**src/rtl/i2cm_pkg.sv**
```systemverilog
package i2cm_pkg;

    localparam logic [1:0] SEL_DATA = 2'd0;
    localparam logic [1:0] SEL_CMD  = 2'd1;
    localparam logic [1:0] SEL_STAT = 2'd2;
    localparam logic [1:0] SEL_DIV  = 2'd3;

    localparam int CMD_CONT  = 0;
    localparam int CMD_START = 1;
    localparam int CMD_STOP  = 2;

    localparam int BYTE_BITS = 8;

    typedef enum logic [2:0] {
        MS_IDLE   = 3'd0,
        MS_RXRDY  = 3'd1,
        MS_TXRDY  = 3'd2,
        MS_ADRNAK = 3'd3,
        MS_DATNAK = 3'd4
    } mstate_t;

    typedef enum logic [2:0] {
        BC_START,
        BC_STOP,
        BC_SEND,
        BC_RECV,
        BC_ACKB
    } bcmd_t;

    typedef enum logic [2:0] {
        SQ_WAIT,
        SQ_START,
        SQ_ADDR,
        SQ_DATA,
        SQ_RECV,
        SQ_ACKB,
        SQ_STOP
    } seq_t;

    typedef struct packed {
        logic scl_low;
        logic sda_low;
    } drv_t;

    typedef struct packed {
        logic go;
        seq_t first;
        seq_t after;
        logic nak;
    } plan_t;

    // Line levels for one quarter of a bit slot.
    function automatic drv_t drive_for(bcmd_t c, logic [1:0] ph, logic bv);
        drv_t d;
        case (c)
            BC_START: begin
                d.scl_low = (ph == 2'd0) || (ph == 2'd3);
                d.sda_low = (ph >= 2'd2);
            end
            BC_STOP: begin
                d.scl_low = (ph == 2'd0);
                d.sda_low = (ph <= 2'd1);
            end
            default: begin
                d.scl_low = (ph == 2'd0) || (ph == 2'd3);
                d.sda_low = !bv;
            end
        endcase
        return d;
    endfunction

    function automatic logic [3:0] slots_for(bcmd_t c);
        case (c)
            BC_SEND: return 4'(BYTE_BITS + 1);
            BC_RECV: return 4'(BYTE_BITS);
            default: return 4'd1;
        endcase
    endfunction

    function automatic bcmd_t bcmd_of(seq_t s);
        case (s)
            SQ_START: return BC_START;
            SQ_RECV:  return BC_RECV;
            SQ_ACKB:  return BC_ACKB;
            SQ_STOP:  return BC_STOP;
            default:  return BC_SEND;
        endcase
    endfunction

    // Decode a command write in the given state; stop > start > continue.
    function automatic plan_t plan_cmd(mstate_t c, logic [2:0] w);
        plan_t p;
        p.go    = 1'b0;
        p.first = SQ_WAIT;
        p.after = SQ_WAIT;
        p.nak   = 1'b1;
        case (c)
            MS_IDLE: begin
                if (w[CMD_START]) begin
                    p.go = 1'b1; p.first = SQ_START;
                end
            end
            MS_RXRDY: begin
                if (w[CMD_STOP]) begin
                    p.go = 1'b1; p.first = SQ_ACKB; p.after = SQ_STOP;
                end else if (w[CMD_START]) begin
                    p.go = 1'b1; p.first = SQ_ACKB; p.after = SQ_START;
                end else if (w[CMD_CONT]) begin
                    p.go = 1'b1; p.first = SQ_ACKB; p.after = SQ_RECV; p.nak = 1'b0;
                end
            end
            MS_TXRDY: begin
                if (w[CMD_STOP]) begin
                    p.go = 1'b1; p.first = SQ_STOP;
                end else if (w[CMD_START]) begin
                    p.go = 1'b1; p.first = SQ_START;
                end else if (w[CMD_CONT]) begin
                    p.go = 1'b1; p.first = SQ_DATA;
                end
            end
            default: begin
                if (w[CMD_STOP]) begin
                    p.go = 1'b1; p.first = SQ_STOP;
                end else if (w[CMD_START]) begin
                    p.go = 1'b1; p.first = SQ_START;
                end
            end
        endcase
        return p;
    endfunction

endpackage

```
**src/rtl/i2cm_qtick.sv**
```systemverilog
module i2cm_qtick #(
    parameter int DIV_W = 8
) (
    input  logic             clk,
    input  logic             rst,
    input  logic             run,
    input  logic [DIV_W-1:0] div,
    output logic             tick
);
    logic [DIV_W-1:0] cnt_q;

    always_ff @(posedge clk) begin
        if (rst || !run) begin
            cnt_q <= '0;
        end else if (cnt_q == div) begin
            cnt_q <= '0;
        end else begin
            cnt_q <= cnt_q + 1'b1;
        end
    end

    assign tick = run && (cnt_q == div);
endmodule

```
**src/rtl/i2cm_bitlane.sv**
```systemverilog
module i2cm_bitlane
    import i2cm_pkg::*;
(
    input  logic        clk,
    input  logic        rst,
    input  logic        tick,
    input  logic        cmd_valid,
    input  bcmd_t       cmd,
    input  logic [7:0]  tx_byte,
    input  logic        ack_val,
    input  logic        scl_in,
    input  logic        sda_in,
    output logic        busy,
    output logic        done,
    output logic [7:0]  rx_byte,
    output logic        ack_seen,
    output logic        scl_low,
    output logic        sda_low
);
    bcmd_t      cmd_q,  cmd_d;
    logic [1:0] ph_q,   ph_d;
    logic [3:0] slot_q, slot_d;
    logic [7:0] sh_q,   sh_d;
    logic       ackb_q, ackb_d;
    logic       busy_q, busy_d;
    logic       seen_q, seen_d;
    drv_t       drv_q,  drv_d;
    logic       adv;
    logic       last_slot;
    logic       bv;

    assign last_slot = (slot_q == slots_for(cmd_q) - 4'd1);
    // Hold the high quarter while the line is still low (slave stretching).
    assign adv = busy_q && tick && !((ph_q == 2'd1) && !scl_in);

    always_comb begin
        cmd_d  = cmd_q;
        ph_d   = ph_q;
        slot_d = slot_q;
        sh_d   = sh_q;
        ackb_d = ackb_q;
        busy_d = busy_q;
        seen_d = seen_q;
        done   = 1'b0;
        if (!busy_q) begin
            if (cmd_valid) begin
                cmd_d  = cmd;
                ph_d   = 2'd0;
                slot_d = 4'd0;
                sh_d   = tx_byte;
                ackb_d = ack_val;
                busy_d = 1'b1;
            end
        end else if (adv) begin
            case (ph_q)
                2'd2: begin
                    ph_d = 2'd3;
                    if (cmd_q == BC_RECV) begin
                        sh_d = {sh_q[6:0], sda_in};
                    end
                    if ((cmd_q == BC_SEND) && (slot_q == 4'(BYTE_BITS))) begin
                        seen_d = sda_in;
                    end
                end
                2'd3: begin
                    if (last_slot) begin
                        busy_d = 1'b0;
                        done   = 1'b1;
                    end else begin
                        slot_d = slot_q + 4'd1;
                        ph_d   = 2'd0;
                        if (cmd_q == BC_SEND) begin
                            sh_d = {sh_q[6:0], 1'b0};
                        end
                    end
                end
                default: ph_d = ph_q + 2'd1;
            endcase
        end
    end

    always_comb begin
        case (cmd_d)
            BC_SEND: bv = (slot_d < 4'(BYTE_BITS)) ? sh_d[7] : 1'b1;
            BC_ACKB: bv = ackb_d;
            default: bv = 1'b1;
        endcase
        drv_d = busy_d ? drive_for(cmd_d, ph_d, bv) : drv_q;
    end

    always_ff @(posedge clk) begin
        if (rst) begin
            cmd_q  <= BC_STOP;
            ph_q   <= 2'd0;
            slot_q <= 4'd0;
            sh_q   <= 8'd0;
            ackb_q <= 1'b1;
            busy_q <= 1'b0;
            seen_q <= 1'b1;
            drv_q  <= '{scl_low: 1'b0, sda_low: 1'b0};
        end else begin
            cmd_q  <= cmd_d;
            ph_q   <= ph_d;
            slot_q <= slot_d;
            sh_q   <= sh_d;
            ackb_q <= ackb_d;
            busy_q <= busy_d;
            seen_q <= seen_d;
            drv_q  <= drv_d;
        end
    end

    assign busy     = busy_q;
    assign rx_byte  = sh_q;
    assign ack_seen = seen_q;
    assign scl_low  = drv_q.scl_low;
    assign sda_low  = drv_q.sda_low;
endmodule

```
**src/rtl/i2cm_seq.sv**
```systemverilog
module i2cm_seq
    import i2cm_pkg::*;
#(
    parameter int DIV_W   = 8,
    parameter int DIV_RST = 3
) (
    input  logic             clk,
    input  logic             rst,
    input  logic             reg_wr,
    input  logic [1:0]       reg_sel,
    input  logic [7:0]       reg_wdata,
    output logic [7:0]       reg_rdata,
    output logic [DIV_W-1:0] div,
    output logic             pending,
    output logic [2:0]       mcode,
    output logic             cmd_valid,
    output bcmd_t            cmd,
    output logic [7:0]       tx_byte,
    output logic             ack_val,
    input  logic             bit_busy,
    input  logic             bit_done,
    input  logic [7:0]       rx_byte,
    input  logic             ack_seen
);
    logic [7:0]       data_q;
    logic [DIV_W-1:0] div_q;
    logic             pend_q;
    mstate_t          code_q;
    seq_t             sq_q;
    seq_t             after_q;
    logic             nak_q;
    logic             launched_q;
    plan_t            plan;

    assign plan = plan_cmd(code_q, reg_wdata[2:0]);

    assign cmd_valid = (sq_q != SQ_WAIT) && !launched_q && !bit_busy;
    assign cmd       = bcmd_of(sq_q);
    assign tx_byte   = data_q;
    assign ack_val   = nak_q;

    always_ff @(posedge clk) begin
        if (rst) begin
            data_q     <= 8'd0;
            div_q      <= DIV_W'(DIV_RST);
            pend_q     <= 1'b1;
            code_q     <= MS_IDLE;
            sq_q       <= SQ_WAIT;
            after_q    <= SQ_WAIT;
            nak_q      <= 1'b1;
            launched_q <= 1'b0;
        end else begin
            if (reg_wr) begin
                case (reg_sel)
                    SEL_DATA: data_q <= reg_wdata;
                    SEL_DIV:  div_q  <= reg_wdata[DIV_W-1:0];
                    SEL_CMD: begin
                        if (pend_q && (sq_q == SQ_WAIT) && plan.go) begin
                            pend_q     <= 1'b0;
                            sq_q       <= plan.first;
                            after_q    <= plan.after;
                            nak_q      <= plan.nak;
                            launched_q <= 1'b0;
                        end
                    end
                    default: ;
                endcase
            end
            if (cmd_valid) begin
                launched_q <= 1'b1;
            end
            if (bit_done && launched_q) begin
                launched_q <= 1'b0;
                case (sq_q)
                    SQ_START: sq_q <= SQ_ADDR;
                    SQ_ADDR: begin
                        if (ack_seen) begin
                            sq_q <= SQ_WAIT; code_q <= MS_ADRNAK; pend_q <= 1'b1;
                        end else if (data_q[0]) begin
                            sq_q <= SQ_RECV;
                        end else begin
                            sq_q <= SQ_WAIT; code_q <= MS_TXRDY; pend_q <= 1'b1;
                        end
                    end
                    SQ_DATA: begin
                        sq_q   <= SQ_WAIT;
                        code_q <= ack_seen ? MS_DATNAK : MS_TXRDY;
                        pend_q <= 1'b1;
                    end
                    SQ_RECV: begin
                        data_q <= rx_byte;
                        sq_q   <= SQ_WAIT;
                        code_q <= MS_RXRDY;
                        pend_q <= 1'b1;
                    end
                    SQ_ACKB: sq_q <= after_q;
                    SQ_STOP: begin
                        sq_q <= SQ_WAIT; code_q <= MS_IDLE; pend_q <= 1'b1;
                    end
                    default: sq_q <= SQ_WAIT;
                endcase
            end
        end
    end

    always_comb begin
        case (reg_sel)
            SEL_DATA: reg_rdata = data_q;
            SEL_STAT: reg_rdata = {4'd0, code_q, pend_q};
            SEL_DIV:  reg_rdata = 8'(div_q);
            default:  reg_rdata = 8'd0;
        endcase
    end

    assign div     = div_q;
    assign pending = pend_q;
    assign mcode   = code_q;
endmodule

```
**src/rtl/i2cm_engine.sv**
```systemverilog
module i2cm_engine
    import i2cm_pkg::*;
#(
    parameter int DIV_W   = 8,
    parameter int DIV_RST = 3
) (
    input  logic       clk,
    input  logic       rst,
    input  logic       reg_wr,
    input  logic [1:0] reg_sel,
    input  logic [7:0] reg_wdata,
    output logic [7:0] reg_rdata,
    input  logic       scl_in,
    input  logic       sda_in,
    output logic       scl_drive_low,
    output logic       sda_drive_low
);
    logic [DIV_W-1:0] div_w;
    logic             st_pending;
    logic [2:0]       st_code;
    logic             b_valid, b_busy, b_done, b_ack_val, b_ack_seen, q_tick;
    bcmd_t            b_cmd;
    logic [7:0]       b_tx, b_rx;

    i2cm_seq #(.DIV_W(DIV_W), .DIV_RST(DIV_RST)) u_seq (
        .clk(clk), .rst(rst),
        .reg_wr(reg_wr), .reg_sel(reg_sel), .reg_wdata(reg_wdata), .reg_rdata(reg_rdata),
        .div(div_w), .pending(st_pending), .mcode(st_code),
        .cmd_valid(b_valid), .cmd(b_cmd), .tx_byte(b_tx), .ack_val(b_ack_val),
        .bit_busy(b_busy), .bit_done(b_done), .rx_byte(b_rx), .ack_seen(b_ack_seen)
    );

    i2cm_qtick #(.DIV_W(DIV_W)) u_tick (
        .clk(clk), .rst(rst), .run(b_busy), .div(div_w), .tick(q_tick)
    );

    i2cm_bitlane u_lane (
        .clk(clk), .rst(rst), .tick(q_tick),
        .cmd_valid(b_valid), .cmd(b_cmd), .tx_byte(b_tx), .ack_val(b_ack_val),
        .scl_in(scl_in), .sda_in(sda_in),
        .busy(b_busy), .done(b_done), .rx_byte(b_rx), .ack_seen(b_ack_seen),
        .scl_low(scl_drive_low), .sda_low(sda_drive_low)
    );
endmodule

```
**config.mk**
```make
export PLATFORM = sky130hd
export DESIGN_NAME = i2cm_engine
export DESIGN_NICKNAME = d
export VERILOG_FILES = /design/src/rtl/i2cm_pkg.sv /design/src/rtl/i2cm_qtick.sv /design/src/rtl/i2cm_bitlane.sv /design/src/rtl/i2cm_seq.sv /design/src/rtl/i2cm_engine.sv
export SDC_FILE = /design/constraint.sdc
export NUM_CORES = 1
export LEC_CHECK = 0
export BUFFER_PORTS_ARGS = -buffer_cell sky130_fd_sc_hd__clkbuf_2
export CORE_UTILIZATION = 30
export CTS_BUF_LIST = sky130_fd_sc_hd__clkbuf_4 sky130_fd_sc_hd__clkbuf_8
export CTS_CLUSTER_SIZE = 20
export DETAILED_ROUTE_END_ITERATION = 6
export PLACE_DENSITY = 0.45
export SLEW_MARGIN = 20
export SYNTH_ARGS = -nofsm -noshare
export SYNTH_HDL_FRONTEND = slang
export SYNTH_HIERARCHICAL = 1
export SYNTH_SLANG_ARGS = --single-unit
```
**constraint.sdc**
```tcl
create_clock -name clk -period 3.1 [get_ports clk]
set_clock_uncertainty 0.1 [all_clocks]
set_input_delay 0.465 -clock clk [delete_from_list [all_inputs] [get_ports clk]]
set_output_delay 0.465 -clock clk [all_outputs]
set_load 0.02 [all_outputs]
```
==> Yosys cells after proc, flatten, opt, wreduce, memory -nomap -nowiden <==
Index checks and enable logic that the tools add are counted.
{ "classes": {"reduce_logical": 41, "n_eq_ne": 29, "addsub": 4, "mux": 74, "order_cmp": 3} }
{ "ops": {"columns": ["op", "n"], "rows": [
  ["two-way mux 8 bit", 11],
  ["two-way mux 4 bit", 11],
  ["two-way mux 3 bit", 11],
  ["two-way mux 1 bit", 24],
  ["one-hot mux 3 bit (4 select lines)", 2],
  ["one-hot mux 8 bit (3 select lines)", 1],
  ["== test 3 x 2 -> 1 bit, second input constant", 6],
  ["one-hot mux 8 bit (2 select lines)", 1],
  ["two-way mux 7 bit", 2],
  ["nonzero test 2 bit", 7],
  ["== test 3 bit, second input constant", 4],
  ["!= test 3 bit, second input constant", 4],
  ["one-hot mux 4 bit (3 select lines)", 1],
  ["AND reduction 3 bit", 4],
  ["== test 2 bit, second input constant", 5],
  ["logical AND 1 bit", 10],
  ["== test 3 x 1 -> 1 bit, second input constant", 3],
  ["zero test 3 bit", 3],
  ["one-hot mux 3 bit (3 select lines)", 1],
  ["adder 8 x 1 -> 8 bit, second input constant", 1],
  ["== test 8 bit", 1],
  ["two-way mux 2 bit", 4],
  ["one-hot mux 2 bit (2 select lines)", 2],
  ["one-hot mux 4 bit (2 select lines)", 1],
  ["other kinds (22)", 31]
]} }
{ "word_totals": {"output_inout_bits": 10, "input_bits": 15, "ff_bits": 58} }

==> Longest topological paths before layout <==
{ "depth": {"word_depth": 13, "mapped_depth": 12, "ltp_nobuf": 11} }

==> Modules after synthesis <==
Netlist, hierarchy kept.
{ "by_module_without_submodules": {"columns": ["module", "seq_area_each_um2", "area_per_inst_um2", "n_inst", "cells_per_inst"], "rows": [
  ["i2cm_seq", 560.5, 1577.8, 1, 180],
  ["i2cm_bitlane", 440.4, 1277.5, 1, 154],
  ["i2cm_qtick", 160.2, 476.7, 1, 47]
]} }

==> Least setup slack after synthesis <==
Ideal clock, no wire load.
{ "synth_path": {"kind": "register to register", "from": "reg u_tick.cnt_q[2]", "to": "reg u_seq.code_q[1] (netlist: u_seq/mcode[1])", "arrival_ns": 2.384, "stages_incl_launch_ff": 12, "required_time_ns": 2.872, "path_slack_ns": 0.488, "cell_sequence": "dfxtp_1 -> buf_6 -> xor2_2 -> nor4_4 -> and3_1 -> nand4_1 -> nor2_1 -> nand2_1 -> a21oi_1 -> nor2b_1 -> mux2i_1 -> nor2_1"} }
{ "synth_via": {"elab_chain_cells": 8} }
{ "synth_lines": {"columns": ["item", "line", "text"], "rows": [
  ["start, declared", "i2cm_qtick.sv:10", "logic [DIV_W-1:0] cnt_q;"],
  ["start signal, assigned", "i2cm_qtick.sv:18", "cnt_q <= cnt_q + 1'b1;"],
  ["== test 8 bit", "i2cm_qtick.sv:22", "assign tick = run && (cnt_q == div);"],
  ["logical AND 1 bit", "i2cm_qtick.sv:22", null],
  ["via q_tick", "i2cm_engine.sv:21", "logic b_valid, b_busy, b_done, b_ack_val, b_ack_seen, q_tick;"],
  ["logical AND 1 bit (2 in a row)", "i2cm_bitlane.sv:34", "assign adv = busy_q && tick && !((ph_q == 2'd1) && !scl_in);"],
  ["two-way mux 1 bit", "i2cm_bitlane.sv:54", "end else if (adv) begin"],
  ["two-way mux 1 bit", "i2cm_bitlane.sv:45", "if (!busy_q) begin"],
  ["via b_done", "i2cm_engine.sv:21", null],
  ["logical AND 1 bit", "i2cm_seq.sv:72", "if (bit_done && launched_q) begin"],
  ["AND reduction 3 bit (no line)", null, null],
  ["end signal, assigned", "i2cm_seq.sv:87", "code_q <= ack_seen ? MS_DATNAK : MS_TXRDY;"],
  ["end, declared", "i2cm_seq.sv:28", "mstate_t code_q;"]
]} }
The timed path passes the listed nets, and every way through them passes these cells.
A chain may end at the register's enable or synchronous reset.

==> Worst setup path after layout <==
Ends and elaborated chain as after synthesis.

==> impl_metrics.ini <==
[layout]
drive_above_1_share_pct = 18.1
syn_to_final_growth_pct = 10.8
fin_nets = 417
diodes = 0
stdcell_area_mm2 = 0.00369
fillCellCount = 1157

[synth]
synth_fp_nets = 400
synthArstFlopShare_pct = 0
avgSynthCellArea_um2 = 8.75
ys_warn_count = 6
synth_seq_cells = 58
yosysUniqueCellTypes = 70
yosysSeqAreaShare_pct = 34.8
synth_area_mm2 = 0.00333
ys.flop_type = dfxtp_1
synth_cells = 381
synth_edf_count = 0

[detailed_routing]
postRouteAntennaNets = 0
drcViolationCount = 0
drt-met1-wl_mm = 4.14
maxUsedRoutingLayer = met4
via_per_inst = 5.25
met3_length_um = 342
wl_met2_mm = 3.89
vias = 2852
post_drt_wl_per_cell_um = 15.6
wl_mm = 8.48
first_iter_violations = 154
drt_first_pass_iters = 5

[pwr]
combPwrFrac_pct = 9.0
internal_power_uw = 1190
switching_share_pct = 25.6
leakage_uw = 0.00138
ir_drop_uv = 177
pwr-share-clk_pct = 42.6
power_switching_uw = 410
power_density_mw_per_mm2 = 433
seqPwrFrac_pct = 48.4

[die]
rows = 38
start_util_pct = 30.7
dieWidth_um = 107
pin_count = 25
die_height_um = 107
die_area_mm2 = 0.0115
coreArea_mm2 = 0.0108

[worst_setup_path]
crit_slowest_cell = dfxtp_1
critPathMaxFanout = 6
start_kind = flop
cpPeakStageDelay_ns = 0.48
worst_ep_arrival_time_ns = 2.89
path_common_cell = nor2_1
cp-startpoint = u_tick/cnt_q[2]
crit_required_ns = 3.20
cp_cell_sequence = xor2_2 -> nor4_4 -> and3_1 -> nand4_1 -> nor2_1 -> nand2_1 -> a21oi_1 -> nor2b_1 -> mux2i_1 -> nor2_1
critical_path_class = reg2reg
worstSetupEndpointType = flop
worst_r2r_startpoint = u_tick/cnt_q[2]
reg2reg_depth = 10

[grt]
grt_usage_pct = 15.9
overflow = 0
grt_max_degree = 32
grt_pass1_vias = 2745
antenna_found_initial = 0
grt_pass1_wl_mm = 14.2

[sta]
grt_setup_unrepaired = false
finalWorstSetupSlack_ns = 0.310
min_period_over_period_pct = 90.0
finalSetupViolations = 0
setup-tns-final_ns = 0
worst_pin_slew_ns = 0.577
finalMaxSlewViolations = 0
period_minus_slack_ns = 2.79
slew_headroom_pct = 61.4
finalHoldViolCount = 0
fmax_mhz = 358
hold_ws_ns = 0.267

[clock_network]
cts_buffer_depth = 2
clock_latency_ns = 0.33
clk_pin_slew_ns = 0.07
cts_setup_buffers = 0
htree_levels = 3
cts_sinks = 58
cts_tree = yes
ctsResizeCount = 0
root_buffer = clkbuf_8
numCtsBuffers = 9
ctsHoldBuffers = 0

[placement]
dpl.hpwl_mm = 6.25
postPlaceCellArea_mm2 = 0.00350
dp_worst_setup_slack_ns = 0.356
port_buffers = 24
place_congestion = 0.783

[run]
maxCapViolCount = 0

[hold_path]
hold_class = in2reg
whs_path_depth = 3
hold_path.startpoint = reg_wdata[4]

[outcome]
status = finished clean
synthesized netlist by cell type (7+ instances only):
library cell / n / area share [%]
dfxtp_1: 58 / 35
nand2b_1: 11 / 2.1
mux2i_1: 18 / 5.4
xor2_1: 9 / 2.4
a211oi_1: 16 / 3.6
a22o_1: 8 / 2.1
nor2b_1: 8 / 1.5
o21ai_0: 9 / 1.4
nand2_1: 36 / 4.1
nor2_1: 47 / 5.3
nand3_1: 8 / 1.2
a21oi_1: 21 / 3.2
clkbuf_1: 7 / 0.79
inv_1: 7 / 0.79
path summary, 6_finish.rpt:
check | to | slack (ns)
setup reg to reg | u_seq/mcode[1] | 0.31
hold / removal | u_seq/div[4] | 0.27
hold reg to reg | u_lane/rx_byte[0] | 0.38
setup / recovery | u_seq/mcode[1] | 0.31
state kept, by name (all words and copies together) (netlist names), 2 cells and up:
| signal | cells |
|---|---|
| u_lane/ph_q | 2 |
| u_lane/rx_byte | 8 |
| u_lane/cmd_q | 3 |
| u_lane/slot_q | 4 |
| u_seq/after_q | 3 |
| u_seq/div | 8 |
| u_seq/sq_q | 3 |
| u_tick/cnt_q | 8 |
| u_seq/mcode | 3 |
| u_seq/tx_byte | 8 |
placed cells by master (no fill, tap or decap), types with 3 or more instances in the layout:
master and instances:
and3_1 4, ha_1 4, o21ai_0 9, a21oi_1 21
a21oi_2 3, or3_1 3, mux2i_1 18, xor2_1 9
nor3_1 6, dfxtp_1 58, a311oi_1 3, nand2b_1 11
clkbuf_8 9, nand2_1 36, a221oi_1 3, a22o_1 8
a211oi_1 16, clkinv_2 4, nand3_1 8, and2_1 4
clkbuf_2 24, nand4_1 3, buf_4 7, a31oi_1 3
nor2_1 47, nor2b_1 8, or2b_1 3, inv_1 7
o22ai_1 3, mux2_2 4, nand3b_1 4, a222oi_1 6
cell families after synthesis:
family,Yosys count,synth area share (%)
buffers and inverters,32,6.12
AND/OR/NAND/NOR,158,26.0
multiplexers,23,7.17
adder cells (fa/ha/maj),4,1.50
flip-flops,58,34.8
AO/OA/AOI/OAI,95,21.3
XOR/XNOR,11,3.12
per-stage QoR:
stage / power (uW) / util (%) / std cells
floorplan: 892 / - / 381
global placement: 936 / 32.3 / 527
detailed placement: 935 / 32.3 / 527
CTS: 1630 / 34.0 / 543
global route: 1680 / 34.0 / 543
finish: 1600 / 34.0 / 543
power by group through the flow:
stage | clock network (uW) | logic [uW] | registers [uW]
after detailed placement | 0 | 143 | 792
after floorplan | 0 | 105 | 787
final | 681 | 143 | 774
after CTS | 710 | 144 | 774
after global routing | 747 | 156 | 776
after global placement | 0 | 144 | 792
area by class of cell:
cell class / instances / area [um^2] / area share [%]
flip-flops and latches: 58 / 1160 / 31.5
clock inverters: 6 / 57.6 / 1.56
inverters: 7 / 26.3 / 0.712
repair buffers: 31 / 173 / 4.68
well taps: 140 / 175 / 4.75
multi-input cells: 291 / 1970 / 53.3
clock buffers: 10 / 131 / 3.56
worst max-delay path: cells and delay by family (launching register included):
family / cells / cell delay, ns
AOI/OAI and AO/OA: 1 / 0.19
xor gates and xnor gates: 1 / 0.13
DFF: 1 / 0.48
and+or+nand+nor: 7 / 1.51
muxes: 1 / 0.23
metal layers:
layer / global-route usage [%] / vias to the layer above
met1: 21.0 / 1364
met4: 5.28 / 0
met5: 0 / -
li1: - / 1419
met3: 4.00 / 9
met2: 25.0 / 60
Power figures use the tool's default switching activity.
